<file path="src/rtl/dfp_pkg.sv">
package dfp_pkg;
    localparam int DIG_W   = 4;
    localparam int XS3_OFF = 3;
    localparam int EXP_TOP = 99;

    typedef enum logic [1:0] {
        ST_IDLE  = 2'd0,
        ST_ALIGN = 2'd1,
        ST_ADD   = 2'd2,
        ST_NORM  = 2'd3
    } dfp_state_e;

    function automatic logic [3:0] nine_c(input logic [3:0] d);
        return 4'd9 - d;
    endfunction
endpackage

</file>
<file path="src/rtl/dfp_dec_ripple.sv">
module dfp_dec_ripple #(
    parameter int N = 9
) (
    input  logic [4*N-1:0] x_i,
    input  logic [4*N-1:0] y_i,
    input  logic           cin_i,
    output logic [4*N-1:0] s_o
);
    logic [N-1:0] c;
    assign c[0] = cin_i;

    for (genvar i = 0; i < N; i++) begin : g_dig
        logic [4:0] raw;
        logic [4:0] adj;
        logic       gt;
        assign raw = {1'b0, x_i[4*i +: 4]} + {1'b0, y_i[4*i +: 4]} + {4'd0, c[i]};
        assign adj = raw - 5'd10;
        assign gt  = (raw > 5'd9);
        assign s_o[4*i +: 4] = gt ? adj[3:0] : raw[3:0];
        if (i < N - 1) begin : g_carry
            assign c[i+1] = gt;
        end
    end
endmodule

</file>
<file path="src/rtl/dfp_unpack.sv">
module dfp_unpack #(
    parameter int NF = 8
) (
    input  logic [4*(NF+2):0] pk_i,
    output logic              sign_o,
    output logic [6:0]        exp_o,
    output logic [4*NF-1:0]   frac_o
);
    localparam int FW = 4 * NF;

    logic [3:0] e_hi, e_lo;
    assign sign_o = pk_i[FW + 8];
    assign e_hi   = pk_i[FW + 4 +: 4];
    assign e_lo   = pk_i[FW +: 4];
    assign exp_o  = 7'(({3'd0, e_hi} - 7'd3) * 7'd10 + {3'd0, e_lo} - 7'd3);

    for (genvar i = 0; i < NF; i++) begin : g_frac
        assign frac_o[4*i +: 4] = pk_i[4*i +: 4] - 4'd3;
    end
endmodule

</file>
<file path="src/rtl/dfp_pack.sv">
module dfp_pack #(
    parameter int NF = 8
) (
    input  logic              sign_i,
    input  logic [6:0]        exp_i,
    input  logic [4*NF-1:0]   frac_i,
    output logic [4*(NF+2):0] pk_o
);
    localparam int FW = 4 * NF;

    logic [6:0] hi, lo;
    assign hi = exp_i / 7'd10;
    assign lo = exp_i % 7'd10;
    assign pk_o[FW + 8]     = sign_i;
    assign pk_o[FW + 4 +: 4] = 4'(hi + 7'd3);
    assign pk_o[FW +: 4]     = 4'(lo + 7'd3);

    for (genvar i = 0; i < NF; i++) begin : g_frac
        assign pk_o[4*i +: 4] = frac_i[4*i +: 4] + 4'd3;
    end
endmodule

</file>
<file path="src/rtl/dfp_tc_sum.sv">
module dfp_tc_sum
    import dfp_pkg::*;
#(
    parameter int NF = 8
) (
    input  logic [4*(NF+1)-1:0] a_mag_i,
    input  logic                a_neg_i,
    input  logic [4*(NF+1)-1:0] b_mag_i,
    input  logic                b_neg_i,
    output logic [4*(NF+1)-1:0] mag_o,
    output logic                neg_o
);
    localparam int ND = NF + 1;
    localparam int MW = 4 * ND;

    logic [MW-1:0] a_nine, b_nine, s_nine;
    logic [MW-1:0] a_tc, b_tc, a_op, b_op, s_raw, s_neg;

    for (genvar i = 0; i < ND; i++) begin : g_nine
        assign a_nine[4*i +: 4] = nine_c(a_mag_i[4*i +: 4]);
        assign b_nine[4*i +: 4] = nine_c(b_mag_i[4*i +: 4]);
        assign s_nine[4*i +: 4] = nine_c(s_raw[4*i +: 4]);
    end

    dfp_dec_ripple #(.N(ND)) u_neg_a (.x_i(a_nine), .y_i('0), .cin_i(1'b1), .s_o(a_tc));
    dfp_dec_ripple #(.N(ND)) u_neg_b (.x_i(b_nine), .y_i('0), .cin_i(1'b1), .s_o(b_tc));

    assign a_op = a_neg_i ? a_tc : a_mag_i;
    assign b_op = b_neg_i ? b_tc : b_mag_i;

    dfp_dec_ripple #(.N(ND)) u_sum   (.x_i(a_op), .y_i(b_op), .cin_i(1'b0), .s_o(s_raw));
    dfp_dec_ripple #(.N(ND)) u_abs   (.x_i(s_nine), .y_i('0), .cin_i(1'b1), .s_o(s_neg));

    assign neg_o = (s_raw[MW-1 -: 4] >= 4'd5);
    assign mag_o = neg_o ? s_neg : s_raw;
endmodule

</file>
<file path="src/rtl/dfp_addsub.sv">
module dfp_addsub
    import dfp_pkg::*;
#(
    parameter int NF = 8
) (
    input  logic              clk,
    input  logic              rst_n,
    input  logic              start,
    input  logic              sub,
    input  logic [4*(NF+2):0] op_a,
    input  logic [4*(NF+2):0] op_b,
    output logic [4*(NF+2):0] result,
    output logic              done,
    output logic              overflow,
    output logic              underflow
);
    localparam int FW = 4 * NF;
    localparam int MW = 4 * (NF + 1);
    localparam int PW = 4 * (NF + 2) + 1;
    localparam logic [PW-1:0] ZERO_PK = {1'b0, {(NF + 2){4'h3}}};

    typedef logic signed [7:0] exp_t;

    typedef struct packed {
        dfp_state_e    st;
        logic          sa;
        logic          sb;
        exp_t          ea;
        exp_t          eb;
        logic [FW-1:0] fa;
        logic [FW-1:0] fb;
        logic [MW-1:0] mag;
        logic          rs;
        exp_t          re;
        logic [PW-1:0] res;
        logic          done;
        logic          ovf;
        logic          unf;
    } regs_t;

    regs_t q, d;

    logic          ua_s, ub_s;
    logic [6:0]    ua_e, ub_e;
    logic [FW-1:0] ua_f, ub_f;
    logic [MW-1:0] tc_mag;
    logic          tc_neg;
    logic [PW-1:0] pk;

    dfp_unpack #(.NF(NF)) u_unpack_a (.pk_i(op_a), .sign_o(ua_s), .exp_o(ua_e), .frac_o(ua_f));
    dfp_unpack #(.NF(NF)) u_unpack_b (.pk_i(op_b), .sign_o(ub_s), .exp_o(ub_e), .frac_o(ub_f));

    dfp_tc_sum #(.NF(NF)) u_tc (
        .a_mag_i({4'd0, q.fa}), .a_neg_i(q.sa),
        .b_mag_i({4'd0, q.fb}), .b_neg_i(q.sb),
        .mag_o(tc_mag), .neg_o(tc_neg)
    );

    dfp_pack #(.NF(NF)) u_pack (
        .sign_i(q.rs), .exp_i(q.re[6:0]), .frac_i(q.mag[FW-1:0]), .pk_o(pk)
    );

    always_comb begin
        d      = q;
        d.done = 1'b0;
        d.ovf  = 1'b0;
        d.unf  = 1'b0;
        unique case (q.st)
            ST_IDLE: begin
                if (start) begin
                    d.sa = ua_s;
                    d.sb = ub_s ^ sub;
                    d.ea = exp_t'({1'b0, ua_e});
                    d.eb = exp_t'({1'b0, ub_e});
                    d.fa = ua_f;
                    d.fb = ub_f;
                    d.st = ST_ALIGN;
                end
            end
            ST_ALIGN: begin
                if (q.ea == q.eb) begin
                    d.st = ST_ADD;
                end else if (q.ea < q.eb) begin
                    if (q.fa == '0) begin
                        d.ea = q.eb;
                    end else begin
                        d.fa = q.fa >> 4;
                        d.ea = q.ea + 8'sd1;
                    end
                end else begin
                    if (q.fb == '0) begin
                        d.eb = q.ea;
                    end else begin
                        d.fb = q.fb >> 4;
                        d.eb = q.eb + 8'sd1;
                    end
                end
            end
            ST_ADD: begin
                d.mag = tc_mag;
                d.rs  = tc_neg;
                d.re  = q.ea;
                d.st  = ST_NORM;
            end
            ST_NORM: begin
                if (q.mag == '0) begin
                    d.res  = ZERO_PK;
                    d.done = 1'b1;
                    d.st   = ST_IDLE;
                end else if (q.mag[MW-1 -: 4] != 4'd0) begin
                    if (q.re == exp_t'(EXP_TOP)) begin
                        d.res  = ZERO_PK;
                        d.ovf  = 1'b1;
                        d.done = 1'b1;
                        d.st   = ST_IDLE;
                    end else begin
                        d.mag = q.mag >> 4;
                        d.re  = q.re + 8'sd1;
                    end
                end else if (q.mag[FW-1 -: 4] == 4'd0) begin
                    if (q.re == 8'sd0) begin
                        d.res  = ZERO_PK;
                        d.unf  = 1'b1;
                        d.done = 1'b1;
                        d.st   = ST_IDLE;
                    end else begin
                        d.mag = q.mag << 4;
                        d.re  = q.re - 8'sd1;
                    end
                end else begin
                    d.res  = pk;
                    d.done = 1'b1;
                    d.st   = ST_IDLE;
                end
            end
            default: d.st = ST_IDLE;
        endcase
    end

    always_ff @(posedge clk or negedge rst_n) begin
        if (!rst_n) begin
            q     <= '0;
            q.res <= ZERO_PK;
        end else begin
            q <= d;
        end
    end

    assign result    = q.res;
    assign done      = q.done;
    assign overflow  = q.ovf;
    assign underflow = q.unf;

    // done is a single-cycle pulse
    a_r12_done_pulse: assert property (@(posedge clk) disable iff (!rst_n)
        done |=> !done);

    // flags only accompany done
    a_r10_flag_with_done: assert property (@(posedge clk) disable iff (!rst_n)
        (overflow || underflow) |-> done);

    a_r11_flags_exclusive: assert property (@(posedge clk) disable iff (!rst_n)
        !(overflow && underflow));

    a_r10_ovf_zero: assert property (@(posedge clk) disable iff (!rst_n)
        overflow |-> (result == ZERO_PK));

    // a zero fraction is always in the canonical positive form
    a_r9_zero_form: assert property (@(posedge clk) disable iff (!rst_n)
        (done && result[FW-1:0] == ZERO_PK[FW-1:0]) |-> (result == ZERO_PK));

    // nonzero results leave with a nonzero leading digit
    a_r8_normalized: assert property (@(posedge clk) disable iff (!rst_n)
        (done && !overflow && !underflow && result[FW-1:0] != ZERO_PK[FW-1:0])
            |-> (result[FW-1 -: 4] != 4'h3));

    // each alignment step advances the smaller exponent by exactly one
    a_r4_align_step: assert property (@(posedge clk) disable iff (!rst_n)
        (q.st == ST_ALIGN && q.ea < q.eb && q.fa != '0) |=> (q.ea == $past(q.ea) + 8'sd1));
endmodule

</file>
<file path="config.mk">
export PLATFORM = sky130hd
export DESIGN_NAME = dfp_addsub
export DESIGN_NICKNAME = d
export VERILOG_FILES = /design/src/rtl/dfp_pkg.sv /design/src/rtl/dfp_dec_ripple.sv /design/src/rtl/dfp_unpack.sv /design/src/rtl/dfp_pack.sv /design/src/rtl/dfp_tc_sum.sv /design/src/rtl/dfp_addsub.sv
export SDC_FILE = /design/constraint.sdc
export NUM_CORES = 1
export LEC_CHECK = 0
export BUFFER_PORTS_ARGS = -buffer_cell sky130_fd_sc_hd__buf_2
export CORE_MARGIN = 2
export CORE_UTILIZATION = 65
export DETAILED_ROUTE_END_ITERATION = 10
export PLACE_DENSITY = 0.84
export SETUP_SLACK_MARGIN = 0.15
export SYNTH_ARGS = -nofsm -noshare
export SYNTH_HDL_FRONTEND = slang
export SYNTH_HIERARCHICAL = 1
export SYNTH_SLANG_ARGS = --single-unit
export TNS_END_PERCENT = 30
</file>
<file path="constraint.sdc">
create_clock -name clk -period 36.7 [get_ports clk]
set_clock_uncertainty 0.1 [all_clocks]
set_input_delay 1.835 -clock clk [delete_from_list [all_inputs] [get_ports clk]]
set_output_delay 1.835 -clock clk [all_outputs]
set_load 0.01 [all_outputs]
</file>
==> metrics.md <==
| Metric | Value |
|---|---|
| Synth warn | 6 |
| DP HPWL | 45.58 mm |
| Die ar. | 0.03760 sq mm |
| Slew Limit Fails | 0 |
| Layout area overhead | 7.333% |
| Post-synthesis compound-gate area fraction | 0.2546 |
| Fillers | 2779 |
| Asr flop ratio synth | 1.000 |
| Cells after Synth | 2762 |
| XOR/XNOR share of the synthesized area | 0.07061 |
| Main combinational cell family by area after synthesis | compound AO/OA/AOI/OAI gates |
| Synth unique cells | 94 |
| CP max FO | 39 |
| Core ar. | 0.03557 sq mm |
| Post-synthesis mux area share | 0.05257 |
| Max stage delay cell, worst path | fa_1 |
| Synthesized cell area | 0.02344 sq mm |
| Post-synth EDFFs | 0 |
| Placement Cell Area | 0.02457 sq mm |
| Register area | 0.004355 sq mm |
| Clock root buffer | clkbuf_16 |
| Rel. slew slack | 0.1396 |
| Status | completed |
| First-pass GRT wire length | 98.50 mm |
| Port-buffer cells | 129 |
| Worst slew pin tran | 1.277 ns |
| RSZ-0062 raised after global routing | false |
| Fraction of layout cells with a size suffix above 1 | 0.1183 |
| Critical Path Max Stage Delay | 0.53 ns |
| Fin area | 0.02516 sq mm |
| Floorplan row count | 69 |
| Clock Latency Late Sink | 0.47 ns |
| Vias/cell | 6.080 |
| Fin. Hold Viols | 0 |
| Routed len/inst | 17.30 um |
| CTS buffer count | 17 |
| Clock-pin slew on the worst setup and hold paths | 0.09 ns |
| Vias in the first global route | 20750 |
| Finish-stage setup viols | 0 |
| GP Congestion | 0.9250 |
| Final min period | 22.42 ns |
| Critical path endpoint category | register |
| Worst hold-check path type | reg2reg |
| Critical path class | reg2reg |
| N_diodes | 0 |
| Die width | 193.9 um |
| Max Buffers Root-to-Sink | 2 |
| Beginning of the worst hold path | result[6] |
| Type of origin of the critical path | register |
| # Post-CTS Setup Buffers | 0 |
| I/O pins | 130 |
| Post-Synth Adder-Cell Area | 0.2120 |
| Synth Flop Type | dfrtp_1 |
| H-tree depth | 4 |
| Seq cells post-synth | 173 |
| Drt total wl | 58.86 mm |
| CTS hold repair buffers | 0 |
| DRT iter0 DRCs | 1688 |
| Fin crit share | 0.6110 |
| Fmax | 44.59 MHz |
| Initial core utilization | 0.6591 |
| Nets | 3365 |
| Total GRT Usage | 0.3111 |
| TritonRoute pass-1 iters | 6 |
| Seq/Total Area, Yosys | 0.1857 |
| CTS tree | yes |
| CP startpoint | q[121] |
| CP most frequent cell | fa_1 |
| Multi-input gate area | 0.01755 sq mm |
| Area share of and/or/nand/nor cells after synthesis | 0.1325 |
| Die Y | 193.9 um |
| DR vias | 20690 |
| WP data arrival | 22.72 ns |
| CTS sink count | 173 |
| Avg Cell Area, Syn | 8.488 sq um |
| Hold_ws | 0.3734 ns |
| Largest net degree at the start of global routing | 103 |
| Antenna violations before repair | 0 |
| Max Cap Viol | 0 |
| Setup TNS | 0 ns |
| Congestion Overflow GR | 0 |
| DRC Markers | 0 |
| Final ANT Viol Nets | 0 |
| Post-cts resize count | 0 |
| WP data required | 37.00 ns |
| Reg-to-Reg Start | q[121] |
[cell usage after synthesis (all sizes together) (5+ instances only)]
library cell | number | area (sq um)
nand3 | 16 | 80.08
xor2 | 56 | 490.5
nor2b | 14 | 87.58
nand2b | 66 | 412.9
o22ai | 70 | 437.9
a22o | 93 | 823.3
ha | 274 | 3428
buf | 95 | 646.9
o31a | 30 | 280.3
mux2i | 59 | 590.6
a21boi | 63 | 473.0
a21oi | 130 | 669.4
nand2 | 241 | 907.1
a31oi | 57 | 356.6
o211ai | 64 | 625.6
clkbuf | 56 | 210.2
fa | 77 | 1541
a32oi | 5 | 43.79
or3b | 5 | 43.79
a21o | 100 | 768.2
and3b | 29 | 254.0
o21a | 6 | 45.04
nor2 | 102 | 382.9
inv | 342 | 1284
and3 | 14 | 107.6
dfrtp | 153 | 3829
nand3b | 35 | 262.8
a22oi | 16 | 125.1
xnor2 | 133 | 1165
nor3 | 7 | 35.03
a211oi | 11 | 82.58
nor4 | 31 | 221.5
dfstp | 20 | 525.5
o2bb2ai | 5 | 43.79
mux2 | 57 | 641.9
o21ai | 144 | 724.4
and2 | 5 | 31.28
or2 | 5 | 31.28
[metal layers]
layer | part of all wire | track usage
met1 | 0.42 | 0.3845
met2 | 0.49 | 0.5442
met3 | 0.046 | 0.03496
met4 | 0.043 | 0.1456
met5 | 0 | 0
[stage by stage]
step           utilization  setup WS, ns  cells
6_report            0.7074         14.28   3402
3_3_place_gp        0.6907         15.60   3370
2_1_floorplan            -         16.33   2912
4_1_cts             0.7074         14.46   3402
3_5_place_dp        0.6907         14.54   3370
5_1_grt             0.7074         12.86   3402
[flip-flops by register name, indices dropped and copies added (netlist names)]
register	cells
q	129
done	1
underflow	1
result	41
overflow	1
[cell families (layout without fill, tap and decap cells)]
family,Yosys count,in the layout
buffers and inverters,494,523
adder cells (fa/ha/maj),351,351
XOR/XNOR,189,189
flip-flops,173,173
AND/OR/NAND/NOR,597,597
AO/OA/AOI/OAI,839,839
multiplexers,116,116
other,3,153
[cells in the final DEF (no fill, tap or decap), drive strengths merged, types with 20 or more instances in the layout]
cell type | netlist | routed
clkbuf | 56 | 20
o31a | 30 | 30
ha | 274 | 274
buf | 95 | 148
xor2 | 56 | 56
a21o | 100 | 100
dfrtp | 153 | 153
o211ai | 64 | 64
nor4 | 31 | 31
xnor2 | 133 | 133
and3b | 29 | 29
mux2 | 57 | 57
dfstp | 20 | 20
o22ai | 70 | 70
mux2i | 59 | 59
a21oi | 130 | 130
nand2 | 241 | 241
inv | 342 | 349
o21ai | 144 | 144
nand2b | 66 | 66
a21boi | 63 | 63
a31oi | 57 | 57
nor2 | 102 | 102
conb | 3 | 153
fa | 77 | 77
a22o | 93 | 93
nand3b | 35 | 35
[worst paths after layout]
| kind | to | slack, ns | depth (start not counted) |
|---|---|---|---|
| worst max-delay path | q[86] | 14.28 | 89 |
| worst min-delay path | result[6] | 0.37 | 2 |
| worst max register to register | q[86] | 14.28 | 89 |
| worst min register to register | result[6] | 0.37 | 2 |
| max in group asynchronous | q[170] | 33.51 | 2 |
| min in group asynchronous | q[124] | 1.35 | 1 |
[critical path: cells and delay by family (launching register included)]
family | cells | cell delay (ns)
buffers and inverters | 15 | 1.59
AOI/OAI and AO/OA | 23 | 5.01
xor gates and xnor gates | 8 | 2.92
muxes | 1 | 0.09
DFF | 1 | 0.38
adders and majority gates | 32 | 10.62
and+or+nand+nor | 10 | 1.62
[layout make-up]
cell class,count,area share
clock inverter,12,0.005867
tap,461,0.02292
multi-input combinational,2245,0.6976
timing repair buffer,148,0.03157
sequential,173,0.1731
clock buffer,20,0.01775
inverter,343,0.05117
Power is not shown: default switching activity piles up to over one toggle a cycle in this logic, so the estimate is an artifact.
